`src/rtl/sirq_pkg.sv`:
```
package sirq_pkg;
  // Socket status bit positions
  localparam int EVW         = 5;
  localparam int EVT_CON     = 0;
  localparam int EVT_DIS     = 1;
  localparam int EVT_RECV    = 2;
  localparam int EVT_TMO     = 3;
  localparam int EVT_SENDOK  = 4;
  // Common status byte
  localparam int REG_W       = 8;
  localparam int COM_UNREACH = 6;
  localparam int COM_CONFLICT = 7;
  // Host register select
  localparam int ADDR_COM    = 0;
  localparam int ADDR_MASK   = 1;
  localparam int ADDR_SOCK0  = 2;
endpackage

```
`src/rtl/sirq_rst_sync.sv`:
```
module sirq_rst_sync (
  input  logic clk_i,
  input  logic rst_ni,
  output logic rst_no
);
  logic [1:0] sync_q;

  always_ff @(posedge clk_i or negedge rst_ni) begin
    if (!rst_ni) sync_q <= 2'b00;
    else         sync_q <= {sync_q[0], 1'b1};
  end

  assign rst_no = sync_q[1];
endmodule

```
`src/rtl/sirq_stat_reg.sv`:
```
// Sticky status bits: an event sets, a host write of 1 clears, the event wins.
module sirq_stat_reg #(
  parameter int W = 5
) (
  input  logic         clk_i,
  input  logic         rst_ni,
  input  logic [W-1:0] evt_i,
  input  logic [W-1:0] clr_i,
  output logic [W-1:0] stat_o
);
  logic [W-1:0] stat_d, stat_q;

  always_comb begin
    stat_d = evt_i | (stat_q & ~clr_i);
  end

  always_ff @(posedge clk_i or negedge rst_ni) begin
    if (!rst_ni) stat_q <= '0;
    else         stat_q <= stat_d;
  end

  assign stat_o = stat_q;
endmodule

```
`src/rtl/sirq_rto_timer.sv`:
```
// Retransmission timer: a prescaler makes base ticks, and a down-counter counts the period.
module sirq_rto_timer #(
  parameter int PER_W    = 16,
  parameter int TICK_CYC = 2500,
  parameter int SOCK_W   = 2
) (
  input  logic              clk_i,
  input  logic              rst_ni,
  input  logic              start_i,
  input  logic              stop_i,
  input  logic [SOCK_W-1:0] sock_i,
  input  logic [PER_W-1:0]  period_i,
  output logic              expire_o,
  output logic [SOCK_W-1:0] own_o
);
  localparam int PRE_W = (TICK_CYC > 1) ? $clog2(TICK_CYC) : 1;
  localparam logic [PRE_W-1:0] PRE_LAST = PRE_W'(TICK_CYC - 1);

  logic              act_d, act_q;
  logic [PRE_W-1:0]  pre_d, pre_q;
  logic [PER_W-1:0]  cnt_d, cnt_q;
  logic [SOCK_W-1:0] own_d, own_q;
  logic              tick, expire;

  always_comb begin
    act_d  = act_q;
    pre_d  = pre_q;
    cnt_d  = cnt_q;
    own_d  = own_q;
    expire = 1'b0;
    tick   = act_q && (pre_q == PRE_LAST);
    if (act_q) begin
      if (tick) begin
        pre_d = '0;
        cnt_d = cnt_q - PER_W'(1);
        if (cnt_q == PER_W'(1)) begin
          act_d  = 1'b0;
          expire = !start_i && !stop_i;
        end
      end else begin
        pre_d = pre_q + PRE_W'(1);
      end
    end
    if (stop_i) act_d = 1'b0;
    if (start_i) begin
      act_d = |period_i;
      pre_d = '0;
      cnt_d = period_i;
      own_d = sock_i;
    end
  end

  always_ff @(posedge clk_i or negedge rst_ni) begin
    if (!rst_ni) begin
      act_q <= 1'b0;
      pre_q <= '0;
      cnt_q <= '0;
      own_q <= '0;
    end else begin
      act_q <= act_d;
      pre_q <= pre_d;
      cnt_q <= cnt_d;
      own_q <= own_d;
    end
  end

  assign expire_o = expire;
  assign own_o    = own_q;
endmodule

```
`src/rtl/sock_irq_unit.sv`:
```
module sock_irq_unit #(
  parameter int NSOCK    = 4,
  parameter int PER_W    = 16,
  parameter int TICK_CYC = 2500
) (
  input  logic                          clk_i,
  input  logic                          rst_ni,
  input  logic [NSOCK*sirq_pkg::EVW-1:0] sock_evt_i,
  input  logic [1:0]                    net_evt_i,
  input  logic                          host_we_i,
  input  logic [$clog2(NSOCK+2)-1:0]    host_addr_i,
  input  logic [sirq_pkg::REG_W-1:0]    host_wdata_i,
  input  logic                          rto_start_i,
  input  logic                          rto_stop_i,
  input  logic [((NSOCK>1)?$clog2(NSOCK):1)-1:0] rto_sock_i,
  input  logic [PER_W-1:0]              rto_period_i,
  output logic [NSOCK*sirq_pkg::EVW-1:0] sock_stat_o,
  output logic [sirq_pkg::REG_W-1:0]    com_stat_o,
  output logic [sirq_pkg::REG_W-1:0]    mask_o,
  output logic                          int_n_o
);
  import sirq_pkg::*;

  // Summary bits occupy [NSOCK-1:0] of the common byte, so NSOCK must not exceed 6.
  localparam int ADDR_W = $clog2(NSOCK + 2);
  localparam int SOCK_W = (NSOCK > 1) ? $clog2(NSOCK) : 1;

  logic              rst_n_sync;
  logic              tmo_exp;
  logic [SOCK_W-1:0] tmo_own;
  logic [EVW-1:0]    sock_q [NSOCK];
  logic [1:0]        net_q;
  logic [1:0]        net_clr;
  logic [REG_W-1:0]  mask_d, mask_q;
  logic [REG_W-1:0]  com_stat;
  logic              int_n_d, int_n_q;
  logic              mask_en;

  sirq_rst_sync u_rst (
    .clk_i  (clk_i),
    .rst_ni (rst_ni),
    .rst_no (rst_n_sync)
  );

  sirq_rto_timer #(
    .PER_W    (PER_W),
    .TICK_CYC (TICK_CYC),
    .SOCK_W   (SOCK_W)
  ) u_rto (
    .clk_i    (clk_i),
    .rst_ni   (rst_n_sync),
    .start_i  (rto_start_i),
    .stop_i   (rto_stop_i),
    .sock_i   (rto_sock_i),
    .period_i (rto_period_i),
    .expire_o (tmo_exp),
    .own_o    (tmo_own)
  );

  for (genvar n = 0; n < NSOCK; n++) begin : g_sock
    logic [EVW-1:0] evt, clr;
    always_comb begin
      evt = sock_evt_i[n*EVW +: EVW];
      if (tmo_exp && (tmo_own == SOCK_W'(n))) evt[EVT_TMO] = 1'b1;
      clr = (host_we_i && (host_addr_i == ADDR_W'(ADDR_SOCK0 + n)))
            ? host_wdata_i[EVW-1:0] : '0;
    end
    sirq_stat_reg #(.W(EVW)) u_stat (
      .clk_i  (clk_i),
      .rst_ni (rst_n_sync),
      .evt_i  (evt),
      .clr_i  (clr),
      .stat_o (sock_q[n])
    );
    assign sock_stat_o[n*EVW +: EVW] = sock_q[n];
  end

  // Network flags: bit 0 unreachable, bit 1 conflict
  always_comb begin
    net_clr = (host_we_i && (host_addr_i == ADDR_W'(ADDR_COM)))
              ? {host_wdata_i[COM_CONFLICT], host_wdata_i[COM_UNREACH]} : 2'b00;
  end

  sirq_stat_reg #(.W(2)) u_net (
    .clk_i  (clk_i),
    .rst_ni (rst_n_sync),
    .evt_i  (net_evt_i),
    .clr_i  (net_clr),
    .stat_o (net_q)
  );

  always_comb begin
    com_stat = '0;
    com_stat[COM_UNREACH]  = net_q[0];
    com_stat[COM_CONFLICT] = net_q[1];
    for (int i = 0; i < NSOCK; i++) com_stat[i] = |sock_q[i];
  end

  // Mask register with explicit enable
  always_comb begin
    mask_en = host_we_i && (host_addr_i == ADDR_W'(ADDR_MASK));
    mask_d  = mask_en ? host_wdata_i : mask_q;
    int_n_d = ~|(com_stat & mask_q);
  end

  always_ff @(posedge clk_i or negedge rst_n_sync) begin
    if (!rst_n_sync) begin
      mask_q  <= '0;
      int_n_q <= 1'b1;
    end else begin
      mask_q  <= mask_d;
      int_n_q <= int_n_d;
    end
  end

  assign com_stat_o = com_stat;
  assign mask_o     = mask_q;
  assign int_n_o    = int_n_q;
endmodule

```
`config.mk`:
```
export PLATFORM = sky130hd
export DESIGN_NAME = sock_irq_unit
export DESIGN_NICKNAME = d
export VERILOG_FILES = /design/src/rtl/sirq_pkg.sv /design/src/rtl/sirq_rst_sync.sv /design/src/rtl/sirq_stat_reg.sv /design/src/rtl/sirq_rto_timer.sv /design/src/rtl/sock_irq_unit.sv
export SDC_FILE = /design/constraint.sdc
export NUM_CORES = 1
export LEC_CHECK = 0
export ABC_CLOCK_PERIOD_IN_PS = 2600
export BUFFER_PORTS_ARGS = -buffer_cell sky130_fd_sc_hd__buf_2
export CAP_MARGIN = 20
export CORE_MARGIN = 1
export CORE_UTILIZATION = 40
export DETAILED_ROUTE_END_ITERATION = 16
export PLACE_DENSITY = 0.69
export SLEW_MARGIN = 10
export SYNTH_ARGS = -nofsm -noshare
export SYNTH_HDL_FRONTEND = slang
export SYNTH_HIERARCHICAL = 1
export SYNTH_SLANG_ARGS = --single-unit
```
`constraint.sdc`:
```
create_clock -name clk_i -period 2.6 [get_ports clk_i]
set_input_delay 0.13 -clock clk_i [delete_from_list [all_inputs] [get_ports clk_i]]
set_output_delay 0.13 -clock clk_i [all_outputs]
set_load 0.02 [all_outputs]
```
# == Word level (Yosys, flattened, before mapping) ==
# Cells that the tools add are included.
# op_classes
eq_ne,10
addsub,2
muxes,23
n_reduce_logical,26
bitwise,16
# op_table
cell,n
16-bit 2-to-1 mux,3
12-bit 2-to-1 mux,3
5-bit AND,4
5-bit 2-to-1 mux,4
5-bit inverter,4
5-bit OR,4
5-bit OR reduction,4
"16-bit by 1-bit == test with 1-bit output, second input constant",1
16-bit OR reduction,1
"16-bit by 1-bit subtractor with 16-bit output, second input constant",1
"12-bit by 1-bit adder with 12-bit output, second input constant",1
"12-bit == test, second input constant",1
1-bit logical AND,12
1-bit 2-to-1 mux,12
8-bit AND,1
8-bit OR reduction,1
"3-bit by 2-bit == test with 1-bit output, second input constant",2
"3-bit == test, second input constant",2
"2-bit == test, second input constant",2
2-bit nonzero test,2
"3-bit by 1-bit == test with 1-bit output, second input constant",1
1-bit logical NOT,3
3-bit logical NOT,1
2-bit AND,1
6 further kinds,6
# totals
output_inout_bits,37
wordCells,89
input_bits,56
regBits,64

# == Longest topological paths before layout ==
# Gate-level depths: netlist of the first run.
# depth
ltp_word,8
mapped_depth,7
ltp_nobuf,7

# == Cells and area by module ==
# Netlist of the first run, hierarchy kept.
# by_module_without_submodules
mod,seq_area_each_um2,area_per_inst_um2,cells_per_inst,n_inst
sirq_rto_timer,775.7,1803.0,191,1
sirq_stat_reg at g_sock[0].u_stat ...,125.1,181.4,15,4
sock_irq_unit,226.5,723.2,76,1
sirq_stat_reg at u_net,50.0,72.6,6,1
sirq_rst_sync,50.0,53.8,3,1

# == Worst setup path before layout of the first run ==
# No wires, ideal clock.
# synth_path
path_kind,flip-flop to flip-flop
from,reg u_rto.pre_q[0]
to,reg g_sock[0].u_stat.stat_q[3]
synth_period_minus_slack_ps,2012
slack_ps,588
arrival_ps,1948
t_required_ps,2536
path_stages_with_launch,8
setup_time_ps,64
path_buffers,0
path_cell_list,dfrtp_1 ha_1 nor4b_4 nand4_4 or4b_1 nor2_1 a31o_2 a21o_1
# synth_via
elab_chain_cells,7
# synth_lines
item,line,rtl
start: declaration,sirq_rto_timer.sv:20,"logic [PRE_W-1:0] pre_d, pre_q;"
start signal: assignment,sirq_rto_timer.sv:61,pre_q <= pre_d;
12-bit == test,sirq_rto_timer.sv:31,tick = act_q && (pre_q == PRE_LAST);
1-bit logical AND,sirq_rto_timer.sv:31,
1-bit 2-to-1 mux,sirq_rto_timer.sv:33,if (tick) begin
1-bit 2-to-1 mux,sirq_rto_timer.sv:32,if (act_q) begin
named net tmo_exp,sock_irq_unit.sv:29,logic tmo_exp;
1-bit logical AND,sock_irq_unit.sv:64,if (tmo_exp && (tmo_own == SOCK_W'(n))) evt[EVT_TMO] = 1'b1;
1-bit 2-to-1 mux,sock_irq_unit.sv:64,
named net g_sock[0].evt[3],sock_irq_unit.sv:61,"logic [EVW-1:0] evt, clr;"
5-bit OR,sirq_stat_reg.sv:14,stat_d = evt_i | (stat_q & ~clr_i);
named net g_sock[0].u_stat.stat_d[3],sirq_stat_reg.sv:11,"logic [W-1:0] stat_d, stat_q;"
end signal: assignment,sirq_stat_reg.sv:19,else stat_q <= stat_d;
end: declaration,sirq_stat_reg.sv:11,
# The timed path passes the listed nets, and every way through them passes these cells.
# A chain may end at the register's enable or synchronous reset.

# == Worst setup path in the final report of the first run ==
# layout_path
from,reg u_rto.cnt_q[10]
to,reg g_sock[1].u_stat.stat_q[3]
# layout_via
elab_chain_cells,7
# layout_lines
item,line,rtl
start: declaration,sirq_rto_timer.sv:21,"logic [PER_W-1:0] cnt_d, cnt_q;"
start signal: assignment,sirq_rto_timer.sv:62,cnt_q <= cnt_d;
16-bit by 1-bit == test with 1-bit output,sirq_rto_timer.sv:36,if (cnt_q == PER_W'(1)) begin
1-bit 2-to-1 mux,sirq_rto_timer.sv:36,
1-bit 2-to-1 mux,sirq_rto_timer.sv:33,
1-bit 2-to-1 mux,sirq_rto_timer.sv:32,
named net tmo_exp,sock_irq_unit.sv:29,
1-bit logical AND,sock_irq_unit.sv:64,
1-bit 2-to-1 mux,sock_irq_unit.sv:64,
named net g_sock[1].evt[3],sock_irq_unit.sv:61,
5-bit OR,sirq_stat_reg.sv:14,
named net g_sock[1].u_stat.stat_d[3],sirq_stat_reg.sv:11,
end signal: assignment,sirq_stat_reg.sv:19,
end: declaration,sirq_stat_reg.sv:11,
# The timed path passes the listed nets, and every way through them passes these cells.

==> flow_metrics.tcl, run 1 <==
set metrics [dict create \
    outcome "finished, final reports clean" \
    pre_cts_slack_ns 0.413 \
    routedWlPerCell_microns 14.8 \
    p_int_mw 1.70 \
    synth.avg_cell_area_sq_um 10.1 \
    peakVddDrop_mv 0.294 \
    hpwl_microns 6000 \
    cp_num_buf_inv 0 \
    fin_total_pwr_mw 2.34 \
    max_freq_ghz 0.448 \
    pwr-share-clk 0.365 \
    final_common_cell "buf_2" \
    port_buffers 90 \
    start_util 0.413 \
    setup_viol 0 \
    clockBufferDepth 2 \
    core_area_sq_mm 0.00818 \
    drtPass1Iterations 4 \
    dpl.cell_count 524 \
    die_w_microns 93.9 \
    drtIter0Drc 90 \
    critPathSlowestCell "or4b_1" \
    track_usage 0.204 \
    final_util 0.530 \
    worstPathRequired_ns 2.89 \
    cts_root_buf "clkbuf_8" \
    overflow 0 \
    ys_seq_area_frac 0.474 \
    num_rows 33 \
    post_cts_buffers 0 \
    cts_made_buffers 9 \
    drive_gt1_frac 0.300 \
    place_area_sq_mm 0.00395 \
    combPwrFrac 0.152 \
    max_cap_viol_count 0 \
    fin_area_sq_mm 0.00433 \
    crit_arrival_ns 2.52 \
    rsz0062_at_grt "false" \
    crit_type "flop to flop" \
    holdWs_ns 0.0253 \
    synth_warnings 6 \
    hold_buffers 19 \
    powerDensity_mw_per_mm2 540 \
    path_cells "nor4_1 > nand4b_1 > or4b_1 > nor2_1 > a31o_2 > a21o_1" \
    crit_fanout 7 \
    area_growth_pct 28.3 \
    mostFrequentLayoutCells "buf_2 (90), dfrtp_1 (62), inv_1 (30), nor2_1 (25)" \
    die_area_sq_mm 0.00882 \
    p_sw_mw 0.639 \
    synthArstFlopShare 1.00 \
    viasPerCell 5.27 \
    fillCellCount 757 \
    htree_levels 3 \
    grt_pass1_vias 2868 \
    vias 2944 \
    p_sw_frac 0.273 \
    grt_max_degree 48 \
    clock_latency_ns 0.34 \
    path_delay_family "simple AND/OR/NAND/NOR gates" \
    final.min_clock_period_ns 2.23 \
    ys_ff_latch 64 \
    nets 508 \
    place_congestion 0.874 \
    p_leak_nw 1.77 \
    cp-end-kind "flop" \
    synthCells 336 \
    route.detailed.drc 0 \
    hold_path.class "input pin to flop" \
    synth_cell_types 52 \
    synth_edf_count 0 \
    synth_top_flop_cell "dfrtp_1" \
    finClkSkew_ns 0.00748 \
    ant_nets 0 \
    drt-total-wl_microns 8300 \
    slowest_delay_ns 0.57 \
    slew_violations 0 \
    worst_slew_pin_slew_ns 0.804 \
    syn-cell-area_sq_mm 0.00338 \
    cts_resized 0 \
    max_slew_margin 0.463 \
    timing.final.crit_share 0.859 \
    hold_viol 0 \
    cts_tree "built" \
    fin_setup_tns_ns 0 \
    n_antenna_cell 0 \
    start_kind "flop" \
    grt_first_pass_wirelength_microns 13700 \
    cts.sink_count 64 \
    pin_count 93 \
    antenna_found_initial 0 \
    fp.dieH_microns 93.9 \
    p_seq_frac 0.482 \
    cts.clk_slew.worst_paths_ns 0.07 \
    setup_ws_ns 0.367 \
    fin_cells 559 \
]
[synth_stat cells, types with 3 or more instances]
| master | number | share of area |
|---|---|---|
| dfrtp_1 | 63 | 0.47 |
| inv_1 | 30 | 0.033 |
| nor2_1 | 25 | 0.028 |
| a21o_1 | 22 | 0.049 |
| and2_1 | 22 | 0.041 |
| a31oi_1 | 15 | 0.028 |
| nand2_1 | 15 | 0.017 |
| nor3_1 | 15 | 0.022 |
| o21ai_0 | 9 | 0.013 |
| or3_1 | 9 | 0.017 |
| mux2_4 | 8 | 0.036 |
| nor4_1 | 8 | 0.015 |
| or4_1 | 8 | 0.018 |
| clkbuf_1 | 7 | 0.0078 |
| nand4_1 | 7 | 0.013 |
| o31ai_1 | 7 | 0.016 |
| xnor2_1 | 5 | 0.013 |
| xor2_1 | 5 | 0.013 |
| a31o_2 | 4 | 0.010 |
| nand2b_1 | 4 | 0.0074 |
| and3_2 | 3 | 0.0067 |
| ha_1 | 3 | 0.011 |
| mux2_2 | 3 | 0.010 |
| nand3_1 | 3 | 0.0044 |
[path summary, 6_finish.rpt]
check	startpoint	endpoint	slack, ns	cells past startpoint
hold / removal	host_wdata_i[5]	mask_o[5]	0.03	2
max in group asynchronous	u_rst/sync_q[1]	int_n_o	1.80	1
hold reg to reg	u_rst/sync_q[1]	u_rto/pre_q[10]	0.18	0
setup reg to reg	u_rto/cnt_q[10]	g_sock[1].u_stat/stat_o[3]	0.37	6
setup / recovery	u_rto/cnt_q[10]	g_sock[1].u_stat/stat_o[3]	0.37	6
min in group asynchronous	rst_ni	u_rst/sync_q[1]	0.10	2
[registers in the layout, summed over array words and instances, names as in the netlist]
register              flops
u_rto/own_o               2
g_sock.u_stat/stat_o     20
u_rto/act_q               1
u_rto/pre_q              12
u_rst/sync_q              2
mask_o                    8
u_rto/cnt_q              16
u_net/stat_o              2
int_n_o                   1
[power by group through the flow]
stage               Combinational [mW]  Sequential [mW]  Clock, mW
global route                     0.394             1.14      0.923
finish                           0.357             1.13      0.855
CTS                              0.359             1.13      0.889
global placement                 0.330             1.14          0
detailed placement               0.335             1.15          0
floorplan                        0.156             1.19          0
[worst reg2reg max path: stages, from the launching register on]
cell	delay [ns]
dfrtp_1	0.43
nor4_1	0.41
nand4b_1	0.23
or4b_1	0.57
nor2_1	0.26
a31o_2	0.21
a21o_1	0.08
[layout make-up]
| cell class | instances | area [sq um] | share of cell area |
|---|---|---|---|
| Timing Repair Buffer | 113 | 683 | 0.158 |
| Clock buffer | 11 | 141 | 0.0326 |
| Sequential cell | 64 | 1600 | 0.370 |
| Inverter | 30 | 113 | 0.0260 |
| Tap cell | 105 | 131 | 0.0303 |
| Multi-Input combinational cell | 231 | 1610 | 0.370 |
| Clock inverter | 5 | 56.3 | 0.0130 |
[layer usage]
metal	vias up	part of all wire	wire length [microns]	track usage
met2	78	0.48	3990	0.316
met3	21	0.040	329	0.0502
met4	0	0.028	233	0.0936
li1	1425	-	-	-
met1	1420	0.45	3750	0.269
met5	-	0	0	0
[cells by family (layout without fill, tap and decap cells)]
family / after synthesis / count (layout) / synth area share
AND/OR/NAND/NOR: 136 / 136 / 0.246
AO/OA/AOI/OAI: 67 / 67 / 0.141
flip-flops: 64 / 64 / 0.474
buffers and inverters: 42 / 159 / 0.0515
multiplexers: 12 / 12 / 0.0485
XOR/XNOR: 10 / 10 / 0.0259
adder cells (fa/ha/maj): 3 / 3 / 0.0111
other: 2 / 3 / 0.00222
(Power assumes the default switching activity.)
==> run 2: changes to the inputs <==
--- a/config.mk
+++ b/config.mk
@@ -5,13 +5,14 @@
 export SDC_FILE = /design/constraint.sdc
 export NUM_CORES = 1
 export LEC_CHECK = 0
+export ABC_AREA = 1
 export ABC_CLOCK_PERIOD_IN_PS = 2600
 export BUFFER_PORTS_ARGS = -buffer_cell sky130_fd_sc_hd__buf_2
 export CAP_MARGIN = 20
 export CORE_MARGIN = 1
 export CORE_UTILIZATION = 40
 export DETAILED_ROUTE_END_ITERATION = 16
-export PLACE_DENSITY = 0.69
+export PLACE_DENSITY = 0.68
 export SLEW_MARGIN = 10
 export SYNTH_ARGS = -nofsm -noshare
 export SYNTH_HDL_FRONTEND = slang
==> flow_metrics.tcl, run 2 <==
set metrics [dict create \
    drtIter0Drc 153 \
    yosysTopAreaCell "dfrtp_1" \
    htree_levels 3 \
    synth.avg_cell_area_sq_um 6.81 \
    max_cap_viol_count 0 \
    setup_viol 0 \
    place_area_sq_mm 0.00440 \
    start_kind "flop" \
    routedWlPerCell_microns 11.4 \
    cts.clk_slew.worst_paths_ns 0.08 \
    worstPathRequired_ns 2.82 \
    vias 3712 \
    hpwl_microns 7120 \
    synth_commonest_cells "nand2_1 (185), inv_1 (102), nor2_1 (78)" \
    place_congestion 0.846 \
    fillCellCount 946 \
    port_buffers 90 \
    nets 737 \
    synth_top_cell_area_share 0.412 \
    post_cts_buffers 0 \
    synthCells 562 \
    core_area_sq_mm 0.00924 \
    drive_gt1_frac 0.209 \
    cts_made_buffers 9 \
    synth_top_cells_by_area "dfrtp_1 (41%), nand2_1 (18%), inv_1 (10%)" \
    crit_fanout 14 \
    syn-cell-area_sq_mm 0.00383 \
    max_slew_margin 0.569 \
    die_w_microns 99.8 \
    synth_cell_types 30 \
    hold_path.class "input pin to flop" \
    route.detailed.drc 0 \
    finClkSkew_ns 0.0108 \
    clock_latency_ns 0.34 \
    ys_ff_latch 64 \
    fin_setup_tns_ns 0 \
    fp.dieH_microns 99.8 \
    die_area_sq_mm 0.00996 \
    antenna_found_initial 0 \
    cp-end-kind "flop" \
    grt_first_pass_wirelength_microns 16200 \
    timing.final.crit_share 0.650 \
    num_rows 35 \
    ys_seq_area_frac 0.419 \
    worst_slew_pin_slew_ns 0.646 \
    drtPass1Iterations 4 \
    final_common_cell "nand2_1" \
    powerDensity_mw_per_mm2 502 \
    overflow 0 \
    start_util 0.414 \
    cts.sink_count 64 \
    pin_count 93 \
    n_antenna_cell 0 \
    slew_violations 0 \
    synth_warnings 6 \
    track_usage 0.204 \
    cts_tree "built" \
    synthArstFlopShare 1.00 \
    max_freq_ghz 0.592 \
    rsz0062_at_grt "false" \
    crit_arrival_ns 1.91 \
    synth_top_flop_cell "dfrtp_1" \
    cts_root_buf "clkbuf_8" \
    hold_viol 0 \
    outcome "finished, final reports clean" \
    grt_max_degree 36 \
    clockBufferDepth 2 \
    mostFrequentLayoutCells "nand2_1 (185), inv_1 (102), buf_2 (90), nor2_1 (78), dfrtp_1 (62)" \
    fin_area_sq_mm 0.00478 \
    yosysMostFrequentCell "nand2_1" \
    grt_pass1_vias 3652 \
    p_leak_nw 2.51 \
    largest_register_ffs 20 \
    peakVddDrop_mv 0.213 \
    synth_edf_count 0 \
    final.min_clock_period_ns 1.69 \
    crit_type "flop to flop" \
    area_growth_pct 24.9 \
    viasPerCell 4.57 \
    drt-total-wl_microns 9240 \
    ant_nets 0 \
]
run 2: cell types whose count changed in the layout (fill, tap and decap cells not counted), sizes merged, moves of 8 or more:
cell	before	now
or4	8	0
and2	22	0
nor4	8	0
o21ai	9	22
nand2	15	190
nor2	25	87
inv	30	105
nand3	3	50
mux2	11	0
a31oi	15	0
a21o	22	0
nor3	15	6
or3	9	0
run 2: layout make-up:
class                           instances  area (sq um)  area share
Tap cell                              129           161      0.0338
Multi-Input combinational cell        380          1740       0.364
Clock inverter                          7          47.5     0.00995
Timing Repair Buffer                  113           688       0.144
Inverter                              110           415      0.0869
Sequential cell                        64          1600       0.336
Clock buffer                            9           124      0.0259
run 2: repair_timing:
action	in CTS	in global routing
hold buffers	21	0
endpoints found under the setup margin	0	0
hold endpoints to repair	22	0
resized for setup	0	0
run 2: cells by family after synthesis:
| logic type | count (synthesis) | share of synthesized area |
|---|---|---|
| xor gates and xnor gates | 1 | 0.00229 |
| AOI/OAI and AO/OA | 31 | 0.0517 |
| buffers and inverters | 119 | 0.127 |
| other | 2 | 0.00196 |
| and+or+nand+nor | 342 | 0.388 |
| adders and majority gates | 3 | 0.00981 |
| DFF | 64 | 0.419 |
run 2: worst max-delay path, cell delays in order, from the launching register on:
cell	delay [ns]
dfrtp_1	0.40
ha_1	0.23
nand2_1	0.10
nor2_2	0.14
nand3_4	0.24
nand2_4	0.23
inv_1	0.11
nand2_1	0.08
nor2_1	0.04
run 2: final timing paths:
path | depth (start not counted) | slack, ns | from | to
worst max-delay path | 8 | 0.91 | u_rto/pre_q[0] | u_rto/pre_q[6]
worst min-delay path | 3 | 0.02 | rto_period_i[8] | u_rto/cnt_q[8]
worst max register to register | 8 | 0.91 | u_rto/pre_q[0] | u_rto/pre_q[6]
worst min register to register | 0 | 0.29 | u_rst/sync_q[1] | u_rto/own_o[1]
max in group asynchronous | 1 | 1.60 | u_rst/sync_q[1] | int_n_o
min in group asynchronous | 2 | 0.10 | rst_ni | u_rst/sync_q[0]
run 2: layer usage:
layer  part of all wire  wire, microns  GRT usage
met1               0.46           4210      0.258
met2               0.48           4460      0.355
met3              0.050            465     0.0306
met4              0.010             94     0.0701
met5                  0              0          0
run 2: stage by stage:
stage                     worst slack [ns]  cells  hold WS, ns  utilization  power (mW)
final                                0.911    812       0.0222        0.517        2.40
after global routing                 0.739    812       0.0265        0.517        2.58
after CTS                            0.879    812      0.00431        0.517        2.45
after detailed placement             0.913    775      -0.0829        0.476        1.65
after global placement               0.980    775      -0.0842        0.476        1.63
after floorplan                      0.688    563       -0.166            -        1.49
run 2: power breakdown:
part	internal [mW]	switching (mW)	leakage, nW
clock	0.345	0.405	0.0854
combinational	0.190	0.295	1.70
sequential	1.08	0.0893	0.726
